File: src/rtl/lsq_gate_pkg.sv
package lsq_gate_pkg;
  // number of IDX_W-wide chunks needed to cover a word address
  function automatic int fold_chunks(input int src_w, input int idx_w);
    return (src_w + idx_w - 1) / idx_w;
  endfunction
endpackage

File: src/rtl/lsq_gate_hash.sv
module lsq_gate_hash #(
  parameter int ADDR_W = 32,
  parameter int IDX_W  = 6,
  parameter int OFF_W  = 2
) (
  input  logic [ADDR_W-1:0] addr,
  output logic [IDX_W-1:0]  idx
);
  localparam int SRC_W = ADDR_W - OFF_W;
  localparam int NCH   = lsq_gate_pkg::fold_chunks(SRC_W, IDX_W);
  localparam int PAD_W = NCH * IDX_W;

  logic [PAD_W-1:0] padded;
  logic [IDX_W-1:0] acc;

  assign padded = PAD_W'(addr[ADDR_W-1:OFF_W]);

  always_comb begin
    acc = '0;
    for (int c = 0; c < NCH; c++) acc = acc ^ padded[c*IDX_W +: IDX_W];
  end

  assign idx = acc;
endmodule

File: src/rtl/lsq_gate_cntbank.sv
module lsq_gate_cntbank #(
  parameter int IDX_W = 6,
  parameter int CNT_W = 2
) (
  input  logic                    clk,
  input  logic                    rst,
  input  logic                    flush,
  input  logic                    inc_en,
  input  logic [IDX_W-1:0]        inc_idx,
  input  logic                    dec_en,
  input  logic [IDX_W-1:0]        dec_idx,
  output logic [(1<<IDX_W)-1:0]   occupied
);
  localparam int ENTRIES = 1 << IDX_W;
  localparam logic [CNT_W-1:0] CMAX = {CNT_W{1'b1}};

  for (genvar g = 0; g < ENTRIES; g++) begin : g_ent
    logic [CNT_W-1:0] cnt;
    logic inc, dec;
    assign inc = inc_en && (inc_idx == IDX_W'(g));
    assign dec = dec_en && (dec_idx == IDX_W'(g));

    always_ff @(posedge clk) begin
      if (rst || flush) begin
        cnt <= '0;
      end else if (inc && !dec) begin
        if (cnt != CMAX) cnt <= cnt + 1'b1;
      end else if (dec && !inc) begin
        if (cnt != CMAX && cnt != '0) cnt <= cnt - 1'b1;
      end
    end

    assign occupied[g] = (cnt != '0);
  end
endmodule

File: src/rtl/lsq_gate_resp.sv
module lsq_gate_resp #(
  parameter int IDX_W  = 6,
  parameter int STAT_W = 16
) (
  input  logic                  clk,
  input  logic                  rst,
  input  logic                  qry_valid,
  input  logic [IDX_W-1:0]      qry_idx,
  input  logic                  ins_valid,
  input  logic [IDX_W-1:0]      ins_idx,
  input  logic [(1<<IDX_W)-1:0] occupied,
  output logic                  rsp_valid,
  output logic                  rsp_search,
  output logic [STAT_W-1:0]     filtered_count,
  output logic [STAT_W-1:0]     searched_count
);
  logic hit;
  assign hit = occupied[qry_idx] || (ins_valid && (ins_idx == qry_idx));

  always_ff @(posedge clk) begin
    if (rst) begin
      rsp_valid      <= 1'b0;
      rsp_search     <= 1'b0;
      filtered_count <= '0;
      searched_count <= '0;
    end else begin
      rsp_valid  <= qry_valid;
      rsp_search <= qry_valid && hit;
      if (qry_valid && hit)  searched_count <= searched_count + 1'b1;
      if (qry_valid && !hit) filtered_count <= filtered_count + 1'b1;
    end
  end
endmodule

File: src/rtl/lsq_search_gate.sv
module lsq_search_gate #(
  parameter int ADDR_W = 32,
  parameter int IDX_W  = 6,
  parameter int CNT_W  = 2,
  parameter int OFF_W  = 2,
  parameter int STAT_W = 16
) (
  input  logic              clk,
  input  logic              rst,
  input  logic              ins_valid,
  input  logic [ADDR_W-1:0] ins_addr,
  input  logic              rem_valid,
  input  logic [ADDR_W-1:0] rem_addr,
  input  logic              qry_valid,
  input  logic [ADDR_W-1:0] qry_addr,
  input  logic              flush,
  output logic              rsp_valid,
  output logic              rsp_search,
  output logic [STAT_W-1:0] filtered_count,
  output logic [STAT_W-1:0] searched_count
);
  localparam int ENTRIES = 1 << IDX_W;

  logic [IDX_W-1:0]   i_idx, r_idx, q_idx;
  logic [ENTRIES-1:0] occ;

  lsq_gate_hash #(.ADDR_W(ADDR_W), .IDX_W(IDX_W), .OFF_W(OFF_W)) u_hash_ins (.addr(ins_addr), .idx(i_idx));
  lsq_gate_hash #(.ADDR_W(ADDR_W), .IDX_W(IDX_W), .OFF_W(OFF_W)) u_hash_rem (.addr(rem_addr), .idx(r_idx));
  lsq_gate_hash #(.ADDR_W(ADDR_W), .IDX_W(IDX_W), .OFF_W(OFF_W)) u_hash_qry (.addr(qry_addr), .idx(q_idx));

  lsq_gate_cntbank #(.IDX_W(IDX_W), .CNT_W(CNT_W)) u_bank (
    .clk(clk), .rst(rst), .flush(flush),
    .inc_en(ins_valid), .inc_idx(i_idx),
    .dec_en(rem_valid), .dec_idx(r_idx),
    .occupied(occ)
  );

  lsq_gate_resp #(.IDX_W(IDX_W), .STAT_W(STAT_W)) u_resp (
    .clk(clk), .rst(rst),
    .qry_valid(qry_valid), .qry_idx(q_idx),
    .ins_valid(ins_valid), .ins_idx(i_idx),
    .occupied(occ),
    .rsp_valid(rsp_valid), .rsp_search(rsp_search),
    .filtered_count(filtered_count), .searched_count(searched_count)
  );
endmodule

File: config.mk
export PLATFORM = sky130hd
export DESIGN_NAME = lsq_search_gate
export DESIGN_NICKNAME = d
export VERILOG_FILES = /design/src/rtl/lsq_gate_pkg.sv /design/src/rtl/lsq_gate_hash.sv /design/src/rtl/lsq_gate_cntbank.sv /design/src/rtl/lsq_gate_resp.sv /design/src/rtl/lsq_search_gate.sv
export SDC_FILE = /design/constraint.sdc
export NUM_CORES = 1
export LEC_CHECK = 0
export BUFFER_PORTS_ARGS = -buffer_cell sky130_fd_sc_hd__buf_4
export CORE_UTILIZATION = 44
export DETAILED_ROUTE_END_ITERATION = 8
export PLACE_DENSITY = 0.62
export SLEW_MARGIN = 10
export SYNTH_ARGS = -nofsm -noshare
export SYNTH_HDL_FRONTEND = slang
export SYNTH_SLANG_ARGS = --single-unit
File: constraint.sdc
create_clock -name clk -period 3.51 [get_ports clk]
set_input_delay 0.702 -clock clk [delete_from_list [all_inputs] [get_ports clk]]
set_output_delay 0.702 -clock clk [all_outputs]
set_load 0.01 [all_outputs]
==> summary by stage <==
Drt
The detailed router placed 10600 vias in this run. After detailed routing, the number of vias per cell comes to 5.11. The number of search-and-repair iterations in the first detailed-routing pass is 5. The post-detailed-route DRC marker count is 0. The average wire per cell in the routed design is 14.9 microns. The remaining number of nets flagged by the antenna check after routing is 0. The detailed router finished its first iteration with 578 violations. The routed design has 30800 microns of wire.

Critical path
The startpoint identified for the worst register-to-register timing path is u_bank.g_ent[26].cnt[0]$_SDFFE_PP0P_. The register-to-register setup slack is 0.73 ns. Traced cell by cell, the critical path runs through buf_4 -> xnor3_2 -> xnor2_4 -> buf_12 -> mux4_2 -> a22oi_1 -> o211a_1 -> nand4_2 -> and3_4 -> nor3_1 -> mux2_2. The worst register-to-register path ends at u_resp.searched_count[6]$_SDFFE_PP0P_. The data required time at the worst endpoint is 3.84 ns. The type of the worst setup path is primary input to flip-flop. STA classifies the critical path endpoint as a flip-flop. Data on the critical path arrives at its endpoint at 3.67 ns.

In this design, the stage delay of the slowest critical-path cell is 0.55 ns. Along the worst path, the maximum fanout reaches 13. The endpoint of the most critical setup path is u_resp.searched_count[6]$_SDFFE_PP0P_. The worst setup path is launched from a primary input. The critical-path cell with the highest stage delay is sky130_fd_sc_hd__mux4_2.

The depth of the worst register-to-register path is 9. The worst setup path startpoint is qry_addr[14].

Floorplanning
The floorplan row count is 60. The area of the die is 28400 sq um. The die is 169 microns wide. In this run the vertical extent of the chip is 169 microns.

The initial utilization of the core area, before any placement, comes to 45.1%. The boundary pin count is 136. The core region area is 27100 sq um.

Place
Before CTS, the worst setup slack after placement is -0.272 ns. The final estimated routing congestion in global placement is 0.868. The total instance count after detailed placement is 2037. The placement-stage cell area is 14100 sq um.

The HPWL after detailed placement is 22700 microns. The count of port buffers added during placement is 129.

Synth
After synthesis, the largest area contributor takes up 26.6% of total cell area. After synthesis, the cell types taking the most area are sky130_fd_sc_hd__dfxtp_1, sky130_fd_sc_hd__xnor2_1, sky130_fd_sc_hd__ha_1. The cell type contributing the most total cell area after synthesis is sky130_fd_sc_hd__dfxtp_1. After synthesis the cells add up to 12200 sq um. The number of warning messages in the yosys log is 0. The synthesized design contains 162 register bits. The count of unique library cells instantiated by Yosys is 58. After technology mapping, the gate count stands at 1503. Sequential elements use 26.6% of the synthesized area. The post-synth net total is 1735.

By instance count, the leading cell after synthesis is sky130_fd_sc_hd__nor2_1. By count the netlist is led by sky130_fd_sc_hd__nor2_1, sky130_fd_sc_hd__xnor2_1, sky130_fd_sc_hd__dfxtp_1. The async set-or-reset flop fraction in the synthesized netlist is 0%. The number of flops mapped to enable cells by yosys is 0. Averaged over all synthesized cells, the footprint is 8.13 sq um.

The most used flip-flop cell after synthesis is sky130_fd_sc_hd__dfxtp_1.

GRT
The number of antenna violations at the first check in global routing came to 0. The total global routing track utilization is 22.2%. Entering global routing, the biggest net connects 59 pins.

The first-pass GRT wire length is 50100 microns. The number of global-route vias before repair is 10100. The sum of overflow across all layers after global routing is 0.

Clocking
Counting along the longest clock path gives a buffer depth of 2. The clock insertion delay at the later pin of the skew report is 0.45 ns. The number of clock sinks is 162.

TritonCTS built the clock tree. The number of setup buffers added after CTS is 0. The root buffer cell chosen for the clock tree is sky130_fd_sc_hd__clkbuf_16. Clock tree synthesis inserted a total of 17 buffers. Gates resized during post-CTS repair numbered 0. The hold-fix buffer count after cts is 0. The clock-pin slew reported for the worst setup and hold paths after clock tree synthesis is 0.07 ns. CTS built an H-tree with a depth of 4.

Pwr
The power per unit of standard cell area is 371 nW/um^2. For this design the static power due to leakage is 5.73 nW. IR analysis of the VDD net gives a maximum drop of 0.268 mV.

Timing
Based on the critical path, the design can be clocked at up to 299 MHz. The clock tree skew after final layout is 0.0221 ns. The minimum clock period is 3.34 ns.

At the pin with the least slew margin, the transition time is 0.952 ns. Dividing the final minimum period by the clock period gives 95.2%. The number of setup violations in the final report is 0. Setup repair after global routing left no endpoint under its margin. The worst-case setup margin in the final layout is 0.170 ns.

The worst relative slew slack is 36.0%. The hold violation total from the final report is 0. The number of pins with negative max-slew slack in the final report came to 0. Final hold analysis gives a worst-case slack of 0.485 ns.

Cells and area
The count of cells in the finished layout, fillers not included, comes to 2069. The fraction of layout instances using a drive strength above 1 is 16.2%. The final design utilization is 54.2%.

The layout has 2540 filler cells. The post-route cell area is 14700 sq um. The net count of the finished layout is 1916. The number of antenna diodes is 0. From synthesis to final layout, the design area changed by 20.2%.

Worst hold path
The class of the worst hold path is flip-flop to flip-flop.

Run status
The flow ran to the end, and the final reports show no timing, DRC or antenna violations.

Run
Max-cap violations in this run came to 0.
==> per-stage QoR <==
stage                     setup TNS, ns  power (mW)
after global placement            -2.53        3.54
final                                 0        5.44
after CTS                             0        5.48
after detailed placement          -4.02        3.56
after global routing                  0        5.69
after floorplan                 -0.0854        2.85
==> cell type report <==
class | count | area (sq um) | area share, %
Multi-Input combinational cell | 1159 | 8270 | 56.3
Timing Repair Buffer | 204 | 1580 | 10.8
Clock buffer | 17 | 425 | 2.90
Tap cell | 372 | 465 | 3.17
Clock inverter | 15 | 168 | 1.14
Inverter | 140 | 526 | 3.58
Sequential cell | 162 | 3240 | 22.1
==> routing by layer <==
layer,wire length (microns),vias to the layer above,global-route usage (%)
li1,-,5330,-
met1,14500,4959,28.6
met2,14200,241,37.8
met3,1610,38,4.40
met4,494,0,6.21
met5,0,-,0
==> kinds of logic (layout without fill, tap and decap cells) <==
group	count (synthesis)	after routing	share of synthesized area (%)
adder cells (fa/ha/maj)	130	130	13.3
multiplexers	38	38	3.91
flip-flops	162	162	26.6
XOR/XNOR	267	267	21.6
buffers and inverters	182	376	5.84
AND/OR/NAND/NOR	562	562	20.5
AO/OA/AOI/OAI	162	162	8.30
==> how the worst min path moves through the flow <==
stage | depth (start not counted) | end | start | slack [ns]
after CTS | 2 | u_resp.searched_count[15]$_SDFFE_PP0P_ | u_resp.searched_count[15]$_SDFFE_PP0P_ | 0.49
after detailed placement | 2 | u_resp.searched_count[15]$_SDFFE_PP0P_ | u_resp.searched_count[15]$_SDFFE_PP0P_ | 0.49
final | 2 | u_resp.searched_count[15]$_SDFFE_PP0P_ | u_resp.searched_count[15]$_SDFFE_PP0P_ | 0.48
after floorplan | 2 | u_resp.searched_count[15]$_SDFFE_PP0P_ | u_resp.searched_count[15]$_SDFFE_PP0P_ | 0.49
after global placement | 2 | u_resp.searched_count[15]$_SDFFE_PP0P_ | u_resp.searched_count[15]$_SDFFE_PP0P_ | 0.47
after global routing | 2 | u_resp.searched_count[15]$_SDFFE_PP0P_ | u_resp.searched_count[15]$_SDFFE_PP0P_ | 0.52
==> critical path: cells and delay by family <==
family                 cells  cell delay (ns)
multiplexers               2             0.91
AO/OA/AOI/OAI              2             0.44
AND/OR/NAND/NOR            3             0.69
XOR/XNOR                   2             0.61
buffers and inverters      2             0.30
==> cell usage in the layout, fill, tap and decap left out, types with 10 or more instances in the layout <==
master and count:
sky130_fd_sc_hd__nand3_1 33, sky130_fd_sc_hd__nor3_1 14, sky130_fd_sc_hd__mux2i_1 23, sky130_fd_sc_hd__and2_1 10, sky130_fd_sc_hd__a21oi_1 20, sky130_fd_sc_hd__inv_1 140
sky130_fd_sc_hd__o31ai_1 18, sky130_fd_sc_hd__ha_1 130, sky130_fd_sc_hd__or4_1 10, sky130_fd_sc_hd__nand2_1 126, sky130_fd_sc_hd__a31oi_1 12, sky130_fd_sc_hd__nor2_1 280
sky130_fd_sc_hd__nand4_1 33, sky130_fd_sc_hd__buf_4 200, sky130_fd_sc_hd__clkbuf_16 17, sky130_fd_sc_hd__o22ai_1 40, sky130_fd_sc_hd__xnor2_1 232, sky130_fd_sc_hd__dfxtp_1 162
sky130_fd_sc_hd__xor2_1 13, sky130_fd_sc_hd__o21ai_0 49
==> flip-flops by register name, summed over array words and instances, names as in the netlist <==
register / flops
u_resp.searched_count: 16
u_resp.filtered_count: 16
u_resp.rsp_search: 1
u_bank.g_ent.cnt: 128
u_resp.rsp_valid: 1
==> report_power, final <==
part | switching, mW | leakage, nW | internal (mW)
Combinational | 0.943 | 4.15 | 0.706
Clock | 0.943 | 0.279 | 0.955
Sequential | 0.0256 | 1.31 | 1.86
Total | 1.91 | 5.73 | 3.53
Note: power is estimated with default switching activity, not from simulation.
